**src/rtl/tick_pkg.sv**
```systemverilog
package tick_pkg;
   typedef enum logic [1:0] {
      TM_OFF     = 2'b00,
      TM_RESTART = 2'b01,
      TM_SINGLE  = 2'b10,
      TM_CONT    = 2'b11
   } tick_mode_e;
endpackage

```
**src/rtl/tick_cmp.sv**
```systemverilog
module tick_cmp #(
   parameter int DATA_W   = 32,
   parameter int PERIOD_W = 28
) (
   input  logic [DATA_W-1:0]   cnt_i,
   input  logic [PERIOD_W-1:0] period_i,
   output logic                low_eq_o,
   output logic                full_eq_o
);
   generate
      if (PERIOD_W == DATA_W) begin : g_same
         assign low_eq_o  = (cnt_i == period_i);
         assign full_eq_o = (cnt_i == period_i);
      end else begin : g_slice
         localparam int HI_W = DATA_W - PERIOD_W;
         assign low_eq_o  = (cnt_i[PERIOD_W-1:0] == period_i);
         assign full_eq_o = (cnt_i == {{HI_W{1'b0}}, period_i});
      end
   endgenerate
endmodule

```
**src/rtl/tick_ctrl_reg.sv**
```systemverilog
module tick_ctrl_reg
   import tick_pkg::*;
#(
   parameter int DATA_W   = 32,
   parameter int PERIOD_W = 28
) (
   input  logic                clk,
   input  logic                rst_n,
   input  logic                wr_i,
   input  logic [DATA_W-1:0]   wdata_i,
   input  logic                hit_i,
   output tick_mode_e          mode_o,
   output logic                ie_o,
   output logic                ip_o,
   output logic [PERIOD_W-1:0] period_o,
   output logic [DATA_W-1:0]   value_o
);
   localparam int MODE_HI = DATA_W - 1;
   localparam int MODE_LO = DATA_W - 2;
   localparam int IE_BIT  = DATA_W - 3;

   tick_mode_e          mode_q;
   logic                ie_q, ip_q;
   logic [PERIOD_W-1:0] period_q;

   always_ff @(posedge clk) begin
      if (!rst_n) begin
         mode_q   <= TM_OFF;
         ie_q     <= 1'b0;
         ip_q     <= 1'b0;
         period_q <= '0;
      end else if (wr_i) begin
         mode_q   <= tick_mode_e'(wdata_i[MODE_HI:MODE_LO]);
         ie_q     <= wdata_i[IE_BIT];
         ip_q     <= 1'b0;
         period_q <= wdata_i[PERIOD_W-1:0];
      end else if (hit_i && ie_q && !ip_q) begin
         ip_q <= 1'b1;
      end
   end

   assign mode_o   = mode_q;
   assign ie_o     = ie_q;
   assign ip_o     = ip_q;
   assign period_o = period_q;
   assign value_o  = {mode_q, ie_q, ip_q, period_q};

   assert_pend_needs_hit_R7: assert property (@(posedge clk) disable iff (!rst_n)
      $rose(ip_q) |-> $past(hit_i && ie_q));
   assert_pend_sticky_R7: assert property (@(posedge clk) disable iff (!rst_n)
      (ip_q && !wr_i) |=> ip_q);
   assert_write_clears_R8: assert property (@(posedge clk) disable iff (!rst_n)
      wr_i |=> !ip_q);
endmodule

```
**src/rtl/tick_counter.sv**
```systemverilog
module tick_counter
   import tick_pkg::*;
#(
   parameter int DATA_W   = 32,
   parameter int PERIOD_W = 28
) (
   input  logic                clk,
   input  logic                rst_n,
   input  logic                cnt_wr_i,
   input  logic                mode_wr_i,
   input  logic [DATA_W-1:0]   wdata_i,
   input  tick_mode_e          mode_i,
   input  logic [PERIOD_W-1:0] period_i,
   input  logic                eq_i,
   input  logic                wr_full_eq_i,
   output logic [DATA_W-1:0]   cnt_o,
   output logic                run_o,
   output logic                hit_o
);
   localparam int HI_W = DATA_W - PERIOD_W;

   logic [DATA_W-1:0] cnt_q;
   logic              run_q;
   tick_mode_e        new_mode;

   assign new_mode = tick_mode_e'(wdata_i[DATA_W-1:DATA_W-2]);
   assign hit_o    = run_q && eq_i && !cnt_wr_i && !mode_wr_i;

   always_ff @(posedge clk) begin
      if (!rst_n) begin
         cnt_q <= '0;
         run_q <= 1'b0;
      end else if (cnt_wr_i) begin
         cnt_q <= wdata_i;
      end else if (mode_wr_i) begin
         run_q <= (new_mode != TM_OFF) && !(new_mode == TM_CONT && wr_full_eq_i);
      end else if (run_q) begin
         if (hit_o && mode_i == TM_RESTART) begin
            cnt_q <= '0;
         end else if (hit_o && mode_i == TM_SINGLE) begin
            cnt_q <= {{HI_W{1'b0}}, period_i};
            run_q <= 1'b0;
         end else begin
            cnt_q <= cnt_q + 1'b1;
         end
      end
   end

   assign cnt_o = cnt_q;
   assign run_o = run_q;

   assert_restart_zero_R4: assert property (@(posedge clk) disable iff (!rst_n)
      (hit_o && mode_i == TM_RESTART) |=> (cnt_q == '0));
   assert_single_freeze_R5: assert property (@(posedge clk) disable iff (!rst_n)
      (hit_o && mode_i == TM_SINGLE) |=> (!run_q && cnt_q == {{HI_W{1'b0}}, $past(period_i)}));
   assert_cont_steps_R6: assert property (@(posedge clk) disable iff (!rst_n)
      (run_q && mode_i == TM_CONT && !cnt_wr_i && !mode_wr_i) |=> (cnt_q == $past(cnt_q) + 1'b1));
   assert_stopped_holds_R10: assert property (@(posedge clk) disable iff (!rst_n)
      (!run_q && !cnt_wr_i) |=> $stable(cnt_q));
endmodule

```
**src/rtl/tick_timer.sv**
```systemverilog
module tick_timer
   import tick_pkg::*;
#(
   parameter int DATA_W     = 32,
   parameter int PERIOD_W   = 28,
   parameter int ADDR_W     = 4,
   parameter int MODE_ADDR  = 0,
   parameter int COUNT_ADDR = 1
) (
   input  logic              clk,
   input  logic              rst_n,
   input  logic [ADDR_W-1:0] bus_addr,
   input  logic              bus_we,
   input  logic [DATA_W-1:0] bus_wdata,
   output logic [DATA_W-1:0] bus_rdata,
   input  logic              tee_i,
   output logic              pending_o,
   output logic              irq_o
);
   generate
      if (PERIOD_W != DATA_W - 4) begin : g_bad_period
         $error("tick_timer: PERIOD_W must leave exactly four control bits");
      end
      if (MODE_ADDR == COUNT_ADDR) begin : g_bad_addr
         $error("tick_timer: register addresses must differ");
      end
   endgenerate

   logic                sel_mode, sel_count, mode_wr, cnt_wr;
   tick_mode_e          mode;
   logic                ie, ip, eq, wr_full_eq, unused_eq, run, hit;
   logic [PERIOD_W-1:0] period;
   logic [DATA_W-1:0]   ctrl_val, cnt;

   assign sel_mode  = (bus_addr == ADDR_W'(MODE_ADDR));
   assign sel_count = (bus_addr == ADDR_W'(COUNT_ADDR));
   assign mode_wr   = bus_we && sel_mode;
   assign cnt_wr    = bus_we && sel_count;

   tick_ctrl_reg #(.DATA_W(DATA_W), .PERIOD_W(PERIOD_W)) u_ctrl (
      .clk(clk), .rst_n(rst_n), .wr_i(mode_wr), .wdata_i(bus_wdata), .hit_i(hit),
      .mode_o(mode), .ie_o(ie), .ip_o(ip), .period_o(period), .value_o(ctrl_val));

   tick_cmp #(.DATA_W(DATA_W), .PERIOD_W(PERIOD_W)) u_cmp_run (
      .cnt_i(cnt), .period_i(period), .low_eq_o(eq), .full_eq_o(unused_eq));

   tick_cmp #(.DATA_W(DATA_W), .PERIOD_W(PERIOD_W)) u_cmp_wr (
      .cnt_i(cnt), .period_i(bus_wdata[PERIOD_W-1:0]), .low_eq_o(),
      .full_eq_o(wr_full_eq));

   tick_counter #(.DATA_W(DATA_W), .PERIOD_W(PERIOD_W)) u_cnt (
      .clk(clk), .rst_n(rst_n), .cnt_wr_i(cnt_wr), .mode_wr_i(mode_wr),
      .wdata_i(bus_wdata), .mode_i(mode), .period_i(period), .eq_i(eq),
      .wr_full_eq_i(wr_full_eq), .cnt_o(cnt), .run_o(run), .hit_o(hit));

   always_comb begin
      bus_rdata = '0;
      if (sel_mode)       bus_rdata = ctrl_val;
      else if (sel_count) bus_rdata = cnt;
   end

   assign pending_o = ip;
   assign irq_o     = ip && tee_i;

   assert_irq_needs_tee_R9: assert property (@(posedge clk) disable iff (!rst_n)
      irq_o |-> (tee_i && pending_o));
   assert_off_mode_idle_R10: assert property (@(posedge clk) disable iff (!rst_n)
      (mode == TM_OFF) |-> !run);
   assert_no_ie_no_pend_R7: assert property (@(posedge clk) disable iff (!rst_n)
      (!ie && !ip && !mode_wr) |=> !ip);
endmodule

```
**config.mk**
```make
export PLATFORM = sky130hd
export DESIGN_NAME = tick_timer
export DESIGN_NICKNAME = d
export VERILOG_FILES = /design/src/rtl/tick_pkg.sv /design/src/rtl/tick_cmp.sv /design/src/rtl/tick_ctrl_reg.sv /design/src/rtl/tick_counter.sv /design/src/rtl/tick_timer.sv
export SDC_FILE = /design/constraint.sdc
export NUM_CORES = 1
export LEC_CHECK = 0
export ABC_AREA = 1
export BUFFER_PORTS_ARGS = -buffer_cell sky130_fd_sc_hd__buf_2
export CAP_MARGIN = 10
export CORE_MARGIN = 5
export CORE_UTILIZATION = 27
export DETAILED_ROUTE_END_ITERATION = 12
export PLACE_DENSITY_LB_ADDON = 0.05
export SLEW_MARGIN = 20
export SYNTH_ARGS = -nofsm -noshare
export SYNTH_HDL_FRONTEND = slang
export SYNTH_SLANG_ARGS = --single-unit
```
**constraint.sdc**
```tcl
create_clock -name clk -period 3.9 [get_ports clk]
set_input_delay 0.195 -clock clk [delete_from_list [all_inputs] [get_ports clk]]
set_output_delay 0.195 -clock clk [all_outputs]
set_load 0.01 [all_outputs]
```
==> impl_results.md, run 1 <==
- Synth unique cells: 29
- Syn_nets: 929
- Cell area after synthesis: 0.005177 mm²
- Post-DP HPWL: 17460 µm
- Worst-Skew Late Latency: 350 ps
- CTS max path bufs: 2
- Final period util: 64.28%
- Max Fclk: 0.3989 GHz
- Mapped Cells: 888
- CP Data Arrival Time: 2790 ps
- Synthesized flop and latch total: 65
- Chip width: 148.5 µm
- Maximum Capacitance Violations: 0
- Met3 Use GR: 3.138%
- Worst Path Required: 4180 ps
- Vias post-DR: 5832
- Setup_tns: 0 ps
- Antenna-violating nets left: 0
- Clock sink total: 65
- Post-Route WL: 23160 µm
- Crit start category: register
- CP Class: register to register
- Vias per cell: 4.942
- Area growth, synth to finish: 15.80%
- Fin area: 0.005996 mm²
- CTS tree: built
- Core Area: 0.01877 mm²
- Num CTS Buffers: 9
- DP Area: 0.005744 mm²
- Initial antenna violation count: 0
- Outcome: complete, no violations
- Initial Util: 27.59%
- Leak pwr: 2.479 nW
- Register area share after synthesis: 25.13%
- Mapped Avg Cell Area: 5.830 µm²
- Largest net degree at the start of global routing: 62
- RSZ-0062 raised after global routing: no
- Commonest non-fill, non-tap cell in the layout: nand2_1
- Reg clk slew, reported paths: 60 ps
- Non-Filler Instances: 1180
- Post-cts resize count: 0
- Die Ht: 148.5 µm
- Tightest Pin Transition: 674.6 ps
- Yosys warns: 0
- First-pass GRT wire length: 35820 µm
- Vias in the first global route: 5885
- Share of cells above drive strength 1: 16.17%
- Residual DRC: 0
- HP Class: input port to register
- Worst Setup End Kind: register
- DR pass1 iterations: 5
- Clock Skews: 8.185 ps
- Placed cell count: 1167
- Hold-fix buffers, CTS: 0
- Worst IR drop on VDD: 184.4 µV
- Hold Vio Cnt, Final: 0
- Pwr Density: 276.4 mW/mm²
- Commonest cells after routing, fill and taps aside: nand2_1, inv_1, nand3_1
- Slew Limit Fails: 0
- Final setup viols: 0
- I/O Pins: 74
- Port buffer count: 73
- Drt first-iter violations: 446
- Grt met2 use: 36.30%
- Setup bufs post-CTS: 0
- Diodes inserted: 0
- Worst reg2reg setup slack: 1390 ps
- Met1 Use GR: 28.94%
- Die ar.: 0.02204 mm²
- Critical-path maximum fanout: 20
- Avg WL per Cell: 19.63 µm
- Core Rows: 50
- H-tree depth: 3
- Grt peak-use layer: met2
- Slew margin rel.: 54.68%
- CTS root buf: clkbuf_16
- Total GRT Usage: 21.47%
- Nets: 985
- Global placement routability congestion: 0.8907
- Fin crit period: 2507 ps
- Gr ovfl total: 0
-- cell usage after synthesis, drive strengths merged --
master,instances,share of area [%]
xnor2,6,1.0
o22ai,55,6.6
a21oi,69,7.5
o21ai,47,4.5
dfxtp,65,25
and2,2,0.24
nand3,84,9.1
xor2,25,4.2
inv,145,11
nand3b,1,0.22
ha,1,0.24
nand2,248,18
clkbuf,23,1.7
nor3,21,2.0
nor2,67,5.1
buf,15,1.6
nand4,11,1.3
a31oi,1,0.12
o2111ai,2,0.34
-- through the flow --
stage	power, mW	setup slack, ps	hold WS [ps]	utilization [%]
floorplan	0.8203	2129	333.4	-
global placement	0.9154	1164	469.1	30.61
detailed placement	0.9134	1191	469.9	30.61
CTS	1.673	1360	115.4	31.95
global route	1.725	1156	151.3	31.95
finish	1.657	1393	111.3	31.95
-- layout make-up --
class	instances	area (µm²)
fill	2199	12770
multi-input combinational	640	3166
tap	234	292.8
clock inverter	1	5.005
inverter	145	544.3
timing repair buffer	83	440.4
clock buffer	12	246.5
sequential	65	1301
-- layer usage --
layer,up-vias,wire length (µm)
met5,-,0
li1,2976,-
met2,138,10980
met3,26,896
met1,2692,10890
met4,0,397
-- state kept, by name, indices dropped and copies added, names as in the netlist --
name / flops
u_cnt.cnt_o: 32
u_ctrl.period_o: 28
u_ctrl.ip_o: 1
u_ctrl.mode_o: 2
u_ctrl.ie_o: 1
u_cnt.run_o: 1
-- path summary, 6_finish.rpt --
kind | from | endpoint | cells past startpoint
worst max-delay path | u_cnt.cnt_o[25] | u_cnt.cnt_o[6] | 13
worst min-delay path | bus_wdata[31] | u_ctrl.mode_o[1] | 3
worst max register to register | u_cnt.cnt_o[25] | u_cnt.cnt_o[6] | 13
worst min register to register | u_ctrl.ie_o | u_ctrl.ie_o | 2
-- report_power, final --
part           total, mW  internal [mW]  switching [mW]
Sequential         0.688          0.676          0.0118
Combinational      0.211         0.0650           0.146
Clock              0.758          0.437           0.322
-- worst max-delay path, stage by stage, from the launching register on --
cell and delay, ps:
dfxtp_1 550, inv_2 140, nand2_1 90, nand2_1 120, nor2_1 110, nand2_1 70
nor2_1 100, nand3_1 80, nor2_2 100, nand2_1 350, buf_4 390, nand2_1 110
nand3_1 60, a21oi_1 140
-- kinds of logic after synthesis --
logic type               Yosys count  share of synthesized area, %
flip-flops                        65                         25.13
XOR/XNOR                          31                         5.244
AO/OA/AOI/OAI                    174                         19.19
AND/OR/NAND/NOR                  434                         36.42
buffers and inverters            183                         13.77
adder cells (fa/ha/maj)            1                        0.2416
Power figures use the tool's default switching activity.
==> run 2: changes to the inputs <==
ABC_AREA = 0   (was 1)
clock period = 2.6 ns   (was 3.9 ns; I/O delays follow)
==> impl_results.md, run 2 <==
- Fin area: 0.005843 mm² (-2.5%)
- Vias per cell: 5.045 (+2.1%)
- FFs w/ async S/R, synth: 0% (unchanged)
- Top post-synthesis cells by count: nand2_1, dfxtp_1, xor2_1
- CTS root buf: clkbuf_16
- Hold Vio Cnt, Final: 0 (unchanged)
- DP Area: 0.005534 mm² (-3.7%)
- Fillcell total: 1911 (-13%)
- Vias post-DR: 4500 (-23%)
- Synth top area share: 26.92% (+1.8 points)
- Final core occ: 32.86% (+0.92 points)
- Post-Route WL: 18140 µm (-22%)
- RSZ-0062 raised after global routing: no
- Commonest cells after routing, fill and taps aside: nand2_1, buf_2, dfxtp_1
- Mapped Cells: 587 (-34%)
- Drt first-iter violations: 262 (-41%)
- Diodes inserted: 0 (unchanged)
- Slew margin rel.: 55.25% (+0.58 points)
- Outcome: complete, no violations
- Crit path largest cell delay: 460 ps (-90 ps)
- Clock Skews: 6.573 ps (-1.613 ps)
- HP Class: input port to register
- Die Ht: 143.8 µm (-3.2%)
- Post-synth EDFFs: 0 (unchanged)
- Worst-Skew Late Latency: 340 ps (about the same)
- Critical-path top delay cell: o31ai_4
- Port buffer count: 73 (unchanged)
- Share of cells above drive strength 1: 23.38% (+7.2 points)
- Final setup viols: 0 (unchanged)
- Critical-path maximum fanout: 10 (-50%)
- Worst Setup End Kind: register
- Reg clk slew, reported paths: 60 ps (about the same)
- Commonest non-fill, non-tap cell in the layout: nand2_1
- Top cells by area, synth: dfxtp_1, xor2_1, a22o_1
- Largest net degree at the start of global routing: 34 (-45%)
- Syn_nets: 628 (-32%)
- First-pass GRT wire length: 27870 µm (-22%)
- I/O Pins: 74 (unchanged)
- Worst Path Required: 2830 ps (-1350 ps)
- CTS tree: built
- Fin crit period: 2337 ps (-170.3 ps)
- Most common cell in the netlist: nand2_1
- Crit start category: register
- Final period util: 89.87% (+26 points)
- Most used DFF post-synth: dfxtp_1
- CP Class: register to register
- Die ar.: 0.02068 mm² (-6.2%)
- Final setup margin: 263.3 ps (-1130 ps)
- Pre-CTS setup slack: 254.8 ps (-935.8 ps)
- Register area share after synthesis: 26.92% (+1.8 points)
- Worst reg2reg setup slack: 260 ps (-1130 ps)
- Avg WL per Cell: 20.34 µm (+3.6%)
- Crit-path cells: xor2_1, nor4_1, buf_4, nand3_1, buf_4, o31ai_4, buf_4, o21ai_1
- H-tree depth: 3 (unchanged)
- Global placement routability congestion: 0.7941 (-11%)
- Placed cell count: 876 (-25%)
- Yosys warns: 0 (unchanged)
- CP Data Arrival Time: 2570 ps (-220 ps)
- Post-cts resize count: 0 (unchanged)
- Synthesized flop and latch total: 65 (unchanged)
- Non-Filler Instances: 892 (-24%)
- Worst IR drop on VDD: 314.5 µV (+71%)
- Area growth, synth to finish: 20.89%
- Cell area after synthesis: 0.004833 mm² (-6.6%)
- DR pass1 iterations: 4 (-1)
- Num CTS Buffers: 9 (unchanged)
- Hold-fix buffers, CTS: 0 (unchanged)
- Total GRT Usage: 17.94% (-3.5 points)
- Pwr Density: 457.3 mW/mm² (+65%)
- Chip width: 143.8 µm (-3.2%)
- Hold_sp: bus_wdata[29]
- Gr ovfl total: 0 (unchanged)
- Slew Limit Fails: 0 (unchanged)
- Clock sink total: 65 (unchanged)
- Max Fclk: 0.4280 GHz (+7.3%)
- Mapped Avg Cell Area: 8.234 µm² (+41%)
- Core Area: 0.01778 mm² (-5.3%)
- Synth area leader: dfxtp_1
- Post-DP HPWL: 13010 µm (-25%)
- Crit-path most repeated cell: buf_4
- Setup_tns: 0 ps (unchanged)
- Residual DRC: 0 (unchanged)
- Maximum Capacitance Violations: 0 (unchanged)
- Vias in the first global route: 4622 (-21%)
- Initial Util: 27.19% (-0.40 points)
- Setup bufs post-CTS: 0 (unchanged)
- Core Rows: 49 (-2.0%)
- Tightest Pin Transition: 658.2 ps (-16.46 ps)
- Antenna-violating nets left: 0 (unchanged)
- Leak pwr: 2.388 nW (-3.7%)
- Nets: 699 (-29%)
- Worst reg2reg startpoint: u_ctrl.period_o[14]
- Largest register FFs: 32 (unchanged)
- Crit. Startpoint: u_ctrl.period_o[14]
- Synth unique cells: 52 (+79%)
- Initial antenna violation count: 0 (unchanged)
- CTS max path bufs: 2 (unchanged)
==> run 2: logic make-up (layout without fill, tap and decap cells) <==
family | Yosys count | after routing | synth area share (%)
buffers and inverters | 69 | 145 | 7.636
XOR/XNOR | 82 | 82 | 14.86
multiplexers | 30 | 30 | 6.213
AO/OA/AOI/OAI | 145 | 145 | 22.42
adder cells (fa/ha/maj) | 1 | 1 | 0.2588
flip-flops | 65 | 65 | 26.92
AND/OR/NAND/NOR | 195 | 195 | 21.69
==> run 2: metal layers <==
layer	global-route usage, %	vias to the layer above	wire (µm)
met3	3.661	9	742
li1	-	2200	-
met5	0	-	0
met4	3.717	0	146
met1	25.59	2205	8994
met2	28.06	86	8259
==> run 2: path summary, 6_finish.rpt <==
path / end / cells past startpoint
worst max register to register: u_cnt.cnt_o[2] / 8
worst max-delay path: u_cnt.cnt_o[2] / 8
worst min register to register: u_ctrl.ie_o / 2
worst min-delay path: u_ctrl.ie_o / 3
==> run 2: power by group <==
group	internal (mW)	leakage, nW	switching, mW
sequential	1.01	0.525	0.0248
combinational	0.124	1.71	0.194
clock	0.822	0.153	0.494
total	1.96	2.39	0.713
==> run 2: final cells by class <==
cell class	count	area (µm²)	share of cell area (%)
clock inverter	2	35.03	0.5996
inverter	9	33.78	0.5782
multi-input combinational	453	3182	54.45
sequential	65	1301	22.27
tap	229	286.5	4.904
clock buffer	14	274.0	4.690
timing repair buffer	120	730.7	12.51
==> run 2: metrics by stage <==
step	power (mW)	hold slack, ps
floorplan	1.233	274.9
global placement	1.378	405.6
detailed placement	1.378	420.4
CTS	2.706	52.80
global route	2.769	67.85
finish	2.672	57.90
==> run 2: critical path, delay by kind of cell, from the launching register on <==
| family | cells | cell delay [ps] |
|---|---|---|
| simple gates | 2 | 460 |
| compound gates | 2 | 550 |
| buf+inv | 3 | 650 |
| xor+xnor | 1 | 200 |
| flops | 1 | 350 |
==> run 3: changes to the inputs <==
CORE_UTILIZATION = 47   (was 27)
==> impl_results.md, run 3 (synthesis gave the netlist of run 2 again) <==
- Global placement routability congestion: 0.8640 (+8.8%)
- Share of power burned in registers: 46.7% (+7.8 points)
- Core Rows: 37 (-24%)
- Initial Util: 47.46% (+20 points)
- Avg WL per Cell: 19.16 µm (-5.8%)
- Worst reg2reg setup slack: 150 ps (-120 ps)
- Clock Skews: 8.262 ps (+1.689 ps)
- Post-DP HPWL: 10770 µm (-17%)
- DR pass1 iterations: 5 (+1)
- Combinational share of power: 13.5% (+1.6 points)
- Core Area: 0.01018 mm² (-43%)
- Reg clk slew, reported paths: 80 ps (+20 ps)
- Maximum Capacitance Violations: 0 (unchanged)
- Switching Fraction: 27.98% (+1.3 points)
- Setup_tns: 0 ps (unchanged)
- H-tree depth: 3 (unchanged)
- Clock sink total: 65 (unchanged)
- Fin crit period: 2453 ps (+116.4 ps)
- HP Class: input port to register
- Worst Setup End Kind: register
- Final setup viols: 0 (unchanged)
- Pwr Density: 400.9 mW/mm² (-12%)
- Tot Pwr: 2.221 mW (-17%)
- Leak pwr: 2.288 nW (-4.2%)
- Clock network power share: 39.8% (-9.4 points)
- CTS max path bufs: 2 (unchanged)
- Slew Limit Fails: 0 (unchanged)
- Num CTS Buffers: 9 (unchanged)
- Worst hold margin: 26.35 ps (-31.56 ps)
- CTS tree: built
- Crit start category: register
- Vias per cell: 5.649 (+12%)
- Residual DRC: 0 (unchanged)
- Largest register FFs: 32 (unchanged)
- Hold Vio Cnt, Final: 0 (unchanged)
- Fillcell total: 1015 (-47%)
- Switching power: 0.6213 mW (-13%)
- I/O Pins: 74 (unchanged)
- Post-cts resize count: 0 (unchanged)
- Nets: 690 (-1.3%)
- Final period util: 94.35% (+4.5 points)
- Commonest non-fill, non-tap cell in the layout: nand2_1
- Drt first-iter violations: 328 (+25%)
- Chip width: 111.4 µm (-23%)
- Outcome: complete, no violations
- Placed cell count: 774 (-12%)
- Largest net degree at the start of global routing: 53 (+56%)
- FF-to-FF End: u_cnt.cnt_o[22]
- Gr ovfl total: 0 (unchanged)
- Crit. Startpoint: u_cnt.cnt_o[6]
- Worst reg2reg path depth: 7 (-1)
- First-pass GRT wire length: 23920 µm (-14%)
- Die ar.: 0.01241 mm² (-40%)
- CTS root buf: clkbuf_8
- Diodes inserted: 0 (unchanged)
- Metal2 WL: 6969 µm (-16%)
- Min-Delay Path Depth: 3 (unchanged)
- Met1 Wirelength: 6937 µm (-23%)
- Worst IR drop on VDD: 209.0 µV (-34%)
- Share of cells above drive strength 1: 22.17% (-1.2 points)
- Worst reg2reg startpoint: u_cnt.cnt_o[6]
- Final core occ: 54.39% (+22 points)
- Tightest Pin Transition: 594.8 ps (-63.43 ps)
- Max Fclk: 0.4077 GHz (-4.7%)
- Critical-path maximum fanout: 11 (+1)
- Commonest cells after routing, fill and taps aside: nand2_1, buf_2, dfxtp_1
- CP Data Arrival Time: 2690 ps (+120 ps)
- Port buffer count: 73 (unchanged)
- RSZ-0062 raised after global routing: no
- Worst-Skew Late Latency: 360 ps (+20 ps)
- Non-Filler Instances: 790 (-11%)
- Worst Path Required: 2840 ps (about the same)
- Setup bufs post-CTS: 0 (unchanged)
- CP Class: register to register
- Internal: 1.599 mW (-18%)
- Die Ht: 111.4 µm (-23%)
- Initial antenna violation count: 0 (unchanged)
- Total GRT Usage: 24.27% (+6.3 points)
- Vias in the first global route: 4319 (-6.6%)
- Hold-fix buffers, CTS: 0 (unchanged)
- Vias post-DR: 4463 (-0.82%)
- Crit path to: u_cnt.cnt_o[22]
- WL met3: 872 µm (+18%)
- Highest metal used: met4
- Area growth, synth to finish: 14.60%
- Antenna-violating nets left: 0 (unchanged)
- Slew margin rel.: 59.98% (+4.7 points)
- Post-Route WL: 15140 µm (-17%)
## run 3: cell count changes in the layout (fill, tap and decap cells not counted), sizes merged
cell,delta
clkbuf,-1
buf,-9
clkinv,+1
## run 3: power by group through the flow
stage          logic [mW]  registers (mW)  clock network (mW)
2_1_floorplan       0.183            1.05                   0
3_3_place_gp        0.294            1.06                   0
3_5_place_dp        0.296            1.06                   0
4_1_cts             0.298            1.04               0.904
5_1_grt             0.322            1.04               0.948
6_report            0.299            1.04               0.884
## run 3: worst min path at each step
stage	startpoint	endpoint	slack, ps
after floorplan	bus_wdata[29]	u_ctrl.ie_o	270
after global placement	bus_wdata[29]	u_ctrl.ie_o	400
after detailed placement	bus_wdata[29]	u_ctrl.ie_o	410
after CTS	bus_wdata[29]	u_ctrl.ie_o	20
after global routing	bus_wdata[1]	u_ctrl.period_o[1]	40
final	bus_wdata[29]	u_ctrl.ie_o	30
## run 3: per-layer routing
layer  global-route usage (%)  vias up
met3                    3.913       23
met1                    32.73     2115
met5                        0        -
met2                    38.68      133
li1                         -     2192
met4                    9.976        0
## run 3: cell type report
type / instances / area, µm² / share of cell area [%]
Multi-Input combinational cell: 453 / 3182 / 57.44
Tap cell: 136 / 170.2 / 3.072
Timing Repair Buffer: 111 / 663.1 / 11.97
Inverter: 9 / 33.78 / 0.6099
Sequential cell: 65 / 1301 / 23.49
Clock inverter: 3 / 40.04 / 0.7228
Clock buffer: 13 / 148.9 / 2.688
## run 3: metrics by stage
step	area, µm²	setup slack (ps)
global route	5539	56.36
detailed placement	5350	252.6
CTS	5539	223.0
global placement	5350	272.6
finish	5539	146.9
floorplan	4833	524.6
## run 3: critical path: stages (launching register included)
cell     delay (ps)
dfxtp_1         480
xor2_1          110
nor4_1          480
nand3_1         360
nor4_4          280
buf_4           300
mux2i_1         220
o21ai_1          70
